## src/rtl/gpio_deglitch.sv

```systemverilog
module gpio_deglitch #(
  parameter int CNT_W = 4,
  parameter int SEL_W = 4
) (
  input  logic             clk_i,
  input  logic             rst_ni,
  input  logic             pin_i,
  input  logic [CNT_W-1:0] filt_count_i,
  input  logic [SEL_W-1:0] filt_shift_i,
  output logic             level_o
);

  localparam int PRE_W = (1 << SEL_W) - 1;

  logic [SEL_W-1:0] shift_q;
  logic [PRE_W-1:0] pre_q;
  logic [PRE_W-1:0] pre_top;
  logic [CNT_W:0]   stab_next;
  logic [CNT_W-1:0] stab_q;
  logic             level_q;
  logic             restart, tick, bypass, differ;

  assign pre_top   = ~({PRE_W{1'b1}} << filt_shift_i);
  assign restart   = filt_shift_i != shift_q;
  assign tick      = !restart && (pre_q == pre_top);
  assign bypass    = filt_count_i == '0;
  assign differ    = pin_i != level_q;
  assign stab_next = {1'b0, stab_q} + 1'b1;
  assign level_o   = bypass ? pin_i : level_q;

  always_ff @(posedge clk_i or negedge rst_ni) begin
    if (!rst_ni) begin
      shift_q <= '0;
      pre_q   <= '0;
    end else begin
      shift_q <= filt_shift_i;
      if (restart || tick) pre_q <= '0;
      else                 pre_q <= pre_q + 1'b1;
    end
  end

  always_ff @(posedge clk_i or negedge rst_ni) begin
    if (!rst_ni) begin
      stab_q  <= '0;
      level_q <= 1'b0;
    end else if (bypass) begin
      stab_q  <= '0;
      level_q <= pin_i;
    end else if (!differ) begin
      stab_q  <= '0;
    end else if (tick) begin
      if (stab_next >= {1'b0, filt_count_i}) begin
        stab_q  <= '0;
        level_q <= pin_i;
      end else begin
        stab_q  <= stab_next[CNT_W-1:0];
      end
    end
  end

endmodule

```

## config.mk

```make
export PLATFORM = sky130hd
export DESIGN_NAME = gpio_deglitch
export DESIGN_NICKNAME = d
export VERILOG_FILES = /design/src/rtl/gpio_deglitch.sv
export SDC_FILE = /design/constraint.sdc
export NUM_CORES = 1
export LEC_CHECK = 0
export BUFFER_PORTS_ARGS = -buffer_cell sky130_fd_sc_hd__buf_2
export CAP_MARGIN = 25
export CORE_MARGIN = 2
export CORE_UTILIZATION = 47
export CTS_BUF_LIST = sky130_fd_sc_hd__clkbuf_8
export CTS_CLUSTER_SIZE = 24
export DETAILED_ROUTE_END_ITERATION = 10
export PLACE_DENSITY = 0.64
export SETUP_SLACK_MARGIN = 0.5
export SYNTH_ARGS = -nofsm -noshare
export SYNTH_HDL_FRONTEND = slang
export SYNTH_SLANG_ARGS = --single-unit
```

## constraint.sdc

```tcl
create_clock -name clk_i -period 2.5 [get_ports clk_i]
set_input_delay 0.625 -clock clk_i [delete_from_list [all_inputs] [get_ports clk_i]]
set_output_delay 0.625 -clock clk_i [all_outputs]
set_load 0.03 [all_outputs]
```

# Yosys cells after proc, flatten, opt, wreduce, memory -nomap -nowiden
# Cells that the tools add are included.
# classes
n_addsub	2
n_mul	0
div_mod_pow	0
n_lt_le_gt_ge	1
eq_ne	4
shift	1
n_mux	10
bitwise	1
n_reduce_logical	8
# op_table
operator	count
4-bit two-way mux	4
15-bit by 1-bit adder with 15-bit output (second input constant)	1
15-bit == test	1
15-bit two-way mux	1
15-bit NOT	1
15-bit by 4-bit left shift with 15-bit output (first input constant)	1
2-bit nonzero test	3
4-bit by 1-bit adder with 5-bit output (second input constant)	1
5-bit by 4-bit >= comparator with 1-bit output	1
1-bit two-way mux	5
4-bit zero test	1
4-bit inequality test	1
3-bit inequality test (second input constant)	1
3-bit AND reduction	1
1-bit logical AND	1
1-bit zero test	1
1-bit logical OR	1
1-bit inequality test	1
# word_totals
register_bits	24
latchBits	0
ram_bits	0
rom_bits	0
output_inout_bits	1
wordCells	31
mem_count	0

# Depth between registers and ports, before layout
# depth
depth_word	7
mapped_depth	9

# Worst setup path after synthesis
# OpenSTA, ideal clock, no wires.
# synth_path
kind	in2reg
from	input filt_shift_i[1]
to	register stab_q[0]
t_arrival_ns	2.390
required_ns	2.422
path_slack_ns	0.033
stages	7
n_path_buf	1
cell_sequence	buf_2 > or3_4 > a21oi_2 > nor3_1 > or4_4 > or4_1 > a21boi_1
# synth_between
elab_chain_cells	5
# synth_lines
item	line	source
start: declaration	9	input logic [SEL_W-1:0] filt_shift_i,
15-bit by 4-bit left shift with 15-bit output	23	assign pre_top = ~({PRE_W{1'b1}} << filt_shift_i);
15-bit NOT	23	
15-bit == test	25	assign tick = !restart && (pre_q == pre_top);
1-bit logical AND (*)	25	
3-bit inequality test (no line) (*)	--	
end signal: assignment	56	stab_q <= stab_next[CNT_W-1:0];
end: declaration	19	logic [CNT_W-1:0] stab_q;
# Mark *: on every way between the ends. The rest lies on a longest branch, timed or not.
# A chain may end at the register's enable or synchronous reset.

# Final worst setup path
# layout_path
from	input filt_shift_i[0]
to	register stab_q[0]
# Same word-level chain as after synthesis.

==> out/metrics.yaml <==
place.gp.congestion: 0.9208
synth_edf_count: 0
async_reset_ff_share_pct: 100.0
cts_buffer_depth: 2
wire_per_inst_um: 18.34
antenna_found_initial: 0
synth_seq_cells: 24
crit_path_end_kind: "flip-flop"
die_w_um: 63.06
drc: 0
wirelength_um: 4787
timing.final.crit_share_pct: 88.76
drive_gt1_share_pct: 42.79
crit_required_ns: 2.70
outcome: "completed"
fmax_mhz: 450.6
finalSetupViolCount: 0
slew-limit-headroom_pct: 62.93
tightest_slew_ns: 0.5561
drtIter0Drc: 77
grt_usage_pct: 21.85
r2r-start: "shift_q[0]$_DFF_PN0_"
crit_type: "input port to flip-flop"
rrSetupSlack_ns: 0.28
min_path_type: "input port to asynchronous set/reset pin"
synth.net_count: 201
overflow: 0
pin_count: 12
rsz0062_at_grt: "yes"
cts-root-buf: "clkbuf_8"
grt_start_max_net_pins: 25
grt_first_pass_wirelength_um: 6810
cpMostUsedCell: "or4_4"
synth.area.top_cells: "dfrtp_1 (37%), xor2_1 (6.4%), nor2_1 (5.7%), xnor2_1 (5.3%), ha_1 (4.6%)"
ys_seq_area_share_pct: 36.64
rows: 21
port_buffers: 11
setup_tns_ns: 0
skew_ns: 0.003160
final_antenna_net_count: 0
r2r-end: "stab_q[0]$_DFFE_PN0P_"
fin_crit_ns: 2.219
clock-sinks: 24
hpwl_um: 2721
yosysTopAreaCellShare_pct: 36.64
path_buf_inv: 1
layout_common_cells: "dfrtp_1 (22), buf_4 (19), nand3_1 (13)"
clk_latency_ns: 0.28
worst_path_largest_cell_delay_ns: 0.50
crit_chain: "buf_12, or3_4, a21oi_2, nor3_2, or4_4, or4_4, a21boi_2"
die_h_um: 63.06
clk_pin_slew_ns: 0.09
maxCapViolations: 0
reg2reg_depth: 6
ys.flop_type: "dfrtp_1"
numCtsBuffers: 3
synth_top_area_cell: "dfrtp_1"
hold_viol: 0
vias_per_cell: 5.858
diodes: 0
dieArea_um2: 3976
syn_inst: 184
p_leak_nw: 0.9621
core_area_um2: 3337
htree_levels: 1
drv_slew: 0
nNetsFinal: 233
synth.distinct_cells: 47
num_vias: 1529
power.density_nw_per_um2: 372.5
dr.pass1.iters: 4
vdd_ir_drop_max_v: 0.0002062
crit_arrival_ns: 2.42
crit_slowest_cell: "or4_4"
n_fill_cell: 247
postCtsHoldBufs: 0
start_kind: "input port"
netlist_area_um2: 1639
syn_to_final_growth_pct: 43.13
grt_pass1_vias: 1463
critical-path-top-delay-family: "simple AND/OR/NAND/NOR gates"
initial_utilization_pct: 49.12
ys_warn_count: 0
critPathMaxFanout: 11
total_power_uw: 873.9
final_common_cell: "dfrtp_1"
syn_area_per_cell_um2: 8.908
cts_tree: "yes"
==> logic make-up after synthesis <==
kind of cell	share of synthesized area, %
mux	2.595
xor+xnor	11.76
buf+inv	5.877
flops	36.64
simple gates	24.27
fa+ha+maj	4.580
compound gates	14.28
==> synthesized netlist by cell type, drive strengths merged, types with 3 or more instances <==
cell / instances
o21ai: 8
nor3: 3
nor4: 5
nor2: 25
xnor2: 10
ha: 6
nand2: 8
xor2: 12
inv: 6
nand3: 14
or4: 3
and3: 7
a21oi: 6
nand3b: 3
dfrtp: 24
buf: 8
clkbuf: 4
==> metal layers <==
layer	share of wire [%]	vias to the layer above	global-route usage, %	wire length (um)
met3	3.1	17	3.036	149
met5	0	-	0	0
met1	42	760	28.38	2033
met2	51	39	35.37	2431
li1	-	713	-	-
met4	3.6	0	11.39	172
==> worst max-delay path by stage <==
stage | cells after the start | to | slack [ns] | from
global route | 6 | stab_q[0]$_DFFE_PN0P_ | 0.21 | shift_q[2]$_DFF_PN0_
floorplan | 8 | pre_q[10]$_DFF_PN0_ | 0.09 | filt_shift_i[3]
global placement | 7 | stab_q[0]$_DFFE_PN0P_ | -0.02 | filt_shift_i[3]
finish | 7 | stab_q[0]$_DFFE_PN0P_ | 0.28 | filt_shift_i[0]
CTS | 8 | stab_q[0]$_DFFE_PN0P_ | 0.30 | stab_q[0]$_DFFE_PN0P_
detailed placement | 7 | stab_q[0]$_DFFE_PN0P_ | -0.07 | filt_shift_i[3]
==> state kept, by name, summed over array words and instances, names as in the netlist <==
register	count
pre_q	15
shift_q	4
stab_q	4
level_q	1
==> where the power goes <==
group	internal (mW)	switching [mW]
logic	0.0924	0.0989
clock network	0.141	0.136
registers	0.396	0.0100
==> area by class of cell <==
cell class                 count  area (um2)  area share [%]
sequential                    24       603.1           25.71
tap                           46       57.56           2.453
clock buffer                   4       55.05           2.347
inverter                       6       22.52          0.9600
multi-input combinational    142        1221           52.05
timing repair buffer          39       386.6           16.48
==> stage by stage <==
step	cell area, um2	setup WS, ns	util [%]	hold WS [ns]	instances
after floorplan	1689	0.08758	-	0.3294	184
after global placement	1793	-0.01531	53.73	0.5320	241
after detailed placement	1793	-0.06596	53.73	0.5551	241
after CTS	2130	0.3036	63.82	0.3451	259
after global routing	2346	0.2146	70.30	0.3601	261
final	2346	0.2809	70.30	0.3245	261
==> repair_timing <==
item                                    CTS  global route
pin swaps                                10            20
cloned                                    1             1
buffers inserted                         13             1
gates resized for setup                  49            38
endpoints found under the setup margin   21            21
Power figures use the tool's default switching activity.
